[config.mk]
export PLATFORM = sky130hd
export DESIGN_NAME = gcd_core
export DESIGN_NICKNAME = d
export VERILOG_FILES = /design/src/rtl/gcd_pkg.sv /design/src/rtl/gcd_ctrl.sv /design/src/rtl/gcd_dpath.sv /design/src/rtl/gcd_core.sv
export SDC_FILE = /design/constraint.sdc
export NUM_CORES = 1
export LEC_CHECK = 0
export BUFFER_PORTS_ARGS = -buffer_cell sky130_fd_sc_hd__buf_2
export CORE_MARGIN = 2
export CORE_UTILIZATION = 35
export CTS_BUF_LIST = sky130_fd_sc_hd__clkbuf_2 sky130_fd_sc_hd__clkbuf_4 sky130_fd_sc_hd__clkbuf_8
export DETAILED_ROUTE_END_ITERATION = 12
export SKIP_CTS_REPAIR_TIMING = 1
export SYNTH_ARGS = -nofsm -noshare
export SYNTH_HDL_FRONTEND = slang
export SYNTH_SLANG_ARGS = --single-unit
[constraint.sdc]
create_clock -name clk -period 2.9 [get_ports clk]
set_clock_uncertainty 0.15 [all_clocks]
set_input_delay 0.145 -clock clk [delete_from_list [all_inputs] [get_ports clk]]
set_output_delay 0.145 -clock clk [all_outputs]
set_load 0.05 [all_outputs]
[src/rtl/gcd_pkg.sv]
package gcd_pkg;

    // Controller state codes; the numeric order follows the algorithm steps.
    typedef enum logic [3:0] {
        ST_TOP    = 4'b0000,
        ST_POLL   = 4'b0001,
        ST_POLLJ  = 4'b0010,
        ST_LDX    = 4'b0011,
        ST_LDY    = 4'b0100,
        ST_NEQ    = 4'b0101,
        ST_LT     = 4'b0110,
        ST_SUBY   = 4'b0111,
        ST_SUBX   = 4'b1000,
        ST_LTJ    = 4'b1001,
        ST_NEQJ   = 4'b1010,
        ST_WRITE  = 4'b1011,
        ST_TOPJ   = 4'b1100
    } gcd_state_e;

    // Datapath steering produced by the controller.
    typedef struct packed {
        logic x_sel;   // 0: external operand, 1: subtractor
        logic y_sel;
        logic x_ld;
        logic y_ld;
        logic d_ld;
    } gcd_ctrl_t;

    // Flags returned by the datapath.
    typedef struct packed {
        logic neq;
        logic lt;
        logic zero;
    } gcd_stat_t;

    localparam gcd_ctrl_t CTRL_IDLE = '{default: 1'b0};

endpackage

[src/rtl/gcd_ctrl.sv]
module gcd_ctrl
    import gcd_pkg::*;
(
    input  logic      clk,
    input  logic      rst,
    input  logic      go_i,
    input  gcd_stat_t stat_i,
    output gcd_ctrl_t ctrl_o
);

    gcd_state_e state_q;
    gcd_state_e state_d;

    always_ff @(posedge clk) begin
        if (rst) state_q <= ST_TOP;
        else     state_q <= state_d;
    end

    always_comb begin
        state_d = ST_TOP;
        ctrl_o  = CTRL_IDLE;
        case (state_q)
            ST_TOP:   state_d = ST_POLL;
            ST_POLL:  state_d = go_i ? ST_LDX : ST_POLLJ;
            ST_POLLJ: state_d = ST_POLL;
            ST_LDX: begin
                ctrl_o.x_sel = 1'b0;
                ctrl_o.x_ld  = 1'b1;
                state_d      = ST_LDY;
            end
            ST_LDY: begin
                ctrl_o.y_sel = 1'b0;
                ctrl_o.y_ld  = 1'b1;
                state_d      = ST_NEQ;
            end
            ST_NEQ:   state_d = (stat_i.neq && !stat_i.zero) ? ST_LT : ST_WRITE;
            ST_LT:    state_d = stat_i.lt ? ST_SUBY : ST_SUBX;
            ST_SUBY: begin
                ctrl_o.y_sel = 1'b1;
                ctrl_o.y_ld  = 1'b1;
                state_d      = ST_LTJ;
            end
            ST_SUBX: begin
                ctrl_o.x_sel = 1'b1;
                ctrl_o.x_ld  = 1'b1;
                state_d      = ST_LTJ;
            end
            ST_LTJ:   state_d = ST_NEQJ;
            ST_NEQJ:  state_d = ST_NEQ;
            ST_WRITE: begin
                ctrl_o.d_ld = 1'b1;
                state_d     = ST_TOPJ;
            end
            ST_TOPJ:  state_d = ST_POLL;
            default: begin
                state_d = ST_TOP;
                ctrl_o  = CTRL_IDLE;
            end
        endcase
    end


    idle_poll_chk: assert property (@(posedge clk) disable iff (rst)
        (state_q == ST_POLL && !go_i) |=> (state_q == ST_POLLJ));


    load_order_chk: assert property (@(posedge clk) disable iff (rst)
        (state_q == ST_POLL && go_i) |=> (ctrl_o.x_ld && !ctrl_o.x_sel) ##1 (ctrl_o.y_ld && !ctrl_o.y_sel));

endmodule

[src/rtl/gcd_dpath.sv]
module gcd_dpath
    import gcd_pkg::*;
#(
    parameter int WIDTH = 8
) (
    input  logic             clk,
    input  logic             rst,
    input  logic [WIDTH-1:0] x_i,
    input  logic [WIDTH-1:0] y_i,
    input  gcd_ctrl_t        ctrl_i,
    output gcd_stat_t        stat_o,
    output logic [WIDTH-1:0] d_o,
    output logic             done_o
);

    localparam logic [WIDTH-1:0] ZERO = '0;

    logic [WIDTH-1:0] x_q, y_q, d_q;
    logic [WIDTH-1:0] x_diff, y_diff;
    logic [WIDTH-1:0] x_nx, y_nx, res;
    logic             done_q;

    assign x_diff = x_q - y_q;
    assign y_diff = y_q - x_q;
    assign x_nx   = ctrl_i.x_sel ? x_diff : x_i;
    assign y_nx   = ctrl_i.y_sel ? y_diff : y_i;

    // With x zero the answer is y; otherwise x (equal to y, or y is zero).
    assign res = (x_q == ZERO) ? y_q : x_q;

    assign stat_o.neq  = (x_q != y_q);
    assign stat_o.lt   = (x_q < y_q);
    assign stat_o.zero = (x_q == ZERO) || (y_q == ZERO);

    always_ff @(posedge clk) begin
        if (rst) begin
            x_q    <= ZERO;
            y_q    <= ZERO;
            d_q    <= ZERO;
            done_q <= 1'b0;
        end else begin
            if (ctrl_i.x_ld) x_q <= x_nx;
            if (ctrl_i.y_ld) y_q <= y_nx;
            if (ctrl_i.d_ld) d_q <= res;
            done_q <= ctrl_i.d_ld;
        end
    end

    assign d_o    = d_q;
    assign done_o = done_q;


    no_underflow_y_chk: assert property (@(posedge clk) disable iff (rst)
        (ctrl_i.y_ld && ctrl_i.y_sel) |-> (y_q > x_q));


    no_underflow_x_chk: assert property (@(posedge clk) disable iff (rst)
        (ctrl_i.x_ld && ctrl_i.x_sel) |-> (x_q > y_q));


    single_pulse_chk: assert property (@(posedge clk) disable iff (rst)
        done_o |=> !done_o);


    hold_result_chk: assert property (@(posedge clk) disable iff (rst)
        !done_o |-> $stable(d_o));

endmodule

[src/rtl/gcd_core.sv]
module gcd_core
    import gcd_pkg::*;
#(
    parameter int WIDTH = 8
) (
    input  logic             clk,
    input  logic             rst,
    input  logic             go_i,
    input  logic [WIDTH-1:0] x_i,
    input  logic [WIDTH-1:0] y_i,
    output logic [WIDTH-1:0] d_o,
    output logic             done_o
);

    gcd_ctrl_t ctrl;
    gcd_stat_t stat;

    gcd_ctrl u_ctrl (
        .clk    (clk),
        .rst    (rst),
        .go_i   (go_i),
        .stat_i (stat),
        .ctrl_o (ctrl)
    );

    gcd_dpath #(.WIDTH(WIDTH)) u_dpath (
        .clk    (clk),
        .rst    (rst),
        .x_i    (x_i),
        .y_i    (y_i),
        .ctrl_i (ctrl),
        .stat_o (stat),
        .d_o    (d_o),
        .done_o (done_o)
    );

endmodule

==> flow_summary.yaml <==
global_route:
  grt_pass1_wl_um: 9140
  grt_pass1_vias: 1782
  antenna_found_initial: 0
  grt-ovfl-total: 0
  grt_usage_pct: 18.0
  grt_max_degree: 21
layout:
  nets: 329
  final_cells: 369
  drive_gt1_share_pct: 16.0
  n_fill_cell: 617
  syn_to_final_growth_pct: 12.3
  final_area_um2: 2390
  num_antenna_cells: 0
die:
  die_y_um: 81.9
  io_pins: 28
  start_util_pct: 36.1
  coreArea_um2: 5890
  die_area_um2: 6710
  die_w_um: 81.9
  row_count: 28
setup_path:
  path_class: "reg2reg"
  startpoint_type: "register"
  timing.rr.start: "u_dpath.y_q[0]"
  crit_arrival_ns: 2.36
  r2r-end: "u_dpath.y_q[6]"
  cp_max_fo: 6
  r2r_slack_ns: 0.59
  cp.required_ns: 2.95
  ff2ff_path_depth: 8
  end_kind: "register"
sta:
  post-route-min-period_ns: 2.31
  slew_headroom_pct: 58.6
  finalHoldViolCount: 0
  final-setup-viol-count: 0
  slew_viol_final: 0
  rsz0062_at_grt: "no"
  worst_slack_ns: 0.591
  tightest_slew_ns: 0.619
  setup_tns_ns: 0
  fmax_mhz: 433
  period_share_pct: 79.6
drt:
  avgViaCountPerCell: 5.46
  vias: 2013
  antenna_left: 0
  wl_um: 5730
  drc: 0
  drtIter0Drc: 145
  drt-pass1-iter-count: 4
  route.detailed.wl_per_inst_um: 15.5
synthesis:
  ys_warn_count: 0
  synth_fp_nets: 309
  seq_area_frac_synth_pct: 27.3
  synth_cell_types: 57
  ys_ff_latch: 29
  ys_async_sr_fraction_pct: 0
  syn_area_um2: 2130
  synth_edf_count: 0
  syn_area_per_cell_um2: 7.79
  synth_top_flop_cell: "dfxtp_1"
  syn_inst: 273
cts:
  clkTransAtPathRegs_ns: 0.08
  numCtsBuffers: 5
  worstSkewPairLatency_ns: 0.29
  cts_buffer_depth: 2
  clock-sinks: 29
  cts_max_level: 2
  cts_tree: "done"
  root_buffer: "clkbuf_8"
placement:
  gp_congestion: 0.828
  dpl_worst_slack_ns: 0.584
  post-dp-hpwl_um: 4280
  placed_cell_area_um2: 2290
  io_buffers: 27
  placed_cells: 361
power_and_ir_drop:
  p_leak_nw: 0.917
  max-vdd-ir-drop_mv: 0.163
  p_per_area_nw_per_um2: 462
hold_path:
  min-delay-start: "x_i[4]"
  hold_path_class: "in2reg"
  worstHoldPathCells: 3
  whs_endpoint: "u_dpath.x_q[4]"
run_status:
  outcome: "completed"
run:
  drv_cap: 0
==> flip-flops by register name, summed over array words and instances, names as in the netlist <==
name            flops
u_ctrl.state_q      4
u_dpath.d_o         8
u_dpath.x_q         8
u_dpath.y_q         8
u_dpath.done_o      1
==> layout make-up <==
cell class / count / area [um^2] / area share, %
sequential: 29 / 581 / 24.3
clock buffer: 7 / 96.3 / 4.04
clock inverter: 1 / 5.00 / 0.210
multi-input combinational: 211 / 1400 / 58.5
inverter: 17 / 63.8 / 2.67
tap: 75 / 93.8 / 3.93
timing repair buffer: 29 / 150 / 6.29
==> routing by layer <==
metal | vias to the layer above | GRT usage [%] | part of all wire, %
met4 | 0 | 4.83 | 0.80
met2 | 63 | 28.3 | 46
li1 | 1033 | - | -
met3 | 4 | 3.08 | 6.9
met1 | 913 | 25.3 | 47
met5 | - | 0 | 0
==> cell usage in the layout (no fill, tap or decap), types with 2 or more instances in the layout <==
cell / synthesis / layout
o21a_1: 3 / 3
nor2_1: 33 / 33
nor3_1: 5 / 5
or3_1: 2 / 2
nor2b_1: 7 / 7
nand3_1: 3 / 3
nand3b_1: 2 / 2
buf_4: 2 / 2
a211oi_1: 17 / 17
dfxtp_1: 29 / 29
o21ai_0: 17 / 17
o211ai_1: 5 / 5
nor4_1: 2 / 2
o21ai_1: 4 / 4
a2bb2oi_1: 2 / 2
clkbuf_8: 0 / 7
ha_1: 15 / 15
a31oi_1: 10 / 10
a22oi_1: 2 / 2
o22ai_1: 2 / 2
a21oi_1: 16 / 16
a311oi_1: 2 / 2
and3_1: 3 / 3
nand2b_1: 6 / 6
fa_1: 2 / 2
inv_1: 17 / 17
o41ai_1: 2 / 2
buf_2: 7 / 27
nand2_1: 20 / 20
xnor2_1: 3 / 3
nand4_1: 2 / 2
==> kinds of logic (layout without fill, tap and decap cells) <==
group                      after synthesis  after routing  share of synthesized area [%]
adders and majority gates               17             17                           10.7
buffers and inverters                   33             54                           6.94
xor gates and xnor gates                 4              4                           1.65
AOI/OAI and AO/OA                       93             93                           29.4
and+or+nand+nor                         97             97                           24.0
DFF                                     29             29                           27.3
==> metrics by stage <==
step | hold WS, ns | utilization (%) | power (mW)
5_1_grt | 0.0289 | 40.6 | 1.16
3_5_place_dp | 0.300 | 38.8 | 0.728
2_1_floorplan | 0.157 | - | 0.662
3_3_place_gp | 0.286 | 38.8 | 0.728
4_1_cts | 0.00240 | 40.6 | 1.11
6_report | 0.00223 | 40.6 | 1.10
==> Yosys cell counts (all sizes together), types with 3 or more instances <==
library cell / number / area, um^2
ha: 15 / 188
nand3: 3 / 15.0
a211oi: 18 / 140
inv: 17 / 63.8
nor2: 35 / 141
nand2b: 6 / 37.5
nor3: 6 / 41.3
o211ai: 5 / 37.5
clkbuf: 4 / 15.0
a31oi: 10 / 62.6
o21a: 3 / 22.5
dfxtp: 29 / 581
o21ai: 21 / 105
a21oi: 17 / 96.4
xnor2: 3 / 26.3
nor2b: 7 / 43.8
buf: 12 / 68.8
and3: 3 / 18.8
nand2: 21 / 81.3
==> how the worst max path moves through the flow <==
stage,from,end,slack [ns],cells after the start
2_1_floorplan,u_dpath.x_q[0],u_ctrl.state_q[3],0.86,8
3_3_place_gp,u_dpath.y_q[0],u_dpath.y_q[6],0.59,8
3_5_place_dp,u_dpath.y_q[0],u_dpath.y_q[6],0.58,8
4_1_cts,u_dpath.y_q[0],u_dpath.y_q[6],0.57,8
5_1_grt,u_dpath.y_q[0],u_dpath.y_q[6],0.50,8
6_report,u_dpath.y_q[0],u_dpath.y_q[6],0.59,8
==> where the power goes <==
group / total [mW] / leakage, nW / switching, mW / internal [mW]
sequential: 0.436 / 0.235 / 0.0247 / 0.412
clock: 0.380 / 0.0542 / 0.165 / 0.214
combinational: 0.286 / 0.628 / 0.167 / 0.119
==> worst max-delay path: stages, from the launching register on <==
cell and delay (ns):
dfxtp_1 0.44, inv_1 0.07, ha_1 0.25, fa_1 0.38, nor2b_1 0.21, o31a_1 0.23
and3b_1 0.17, o21ai_1 0.07, a311oi_1 0.25
Note: power is estimated with default switching activity, not from simulation.
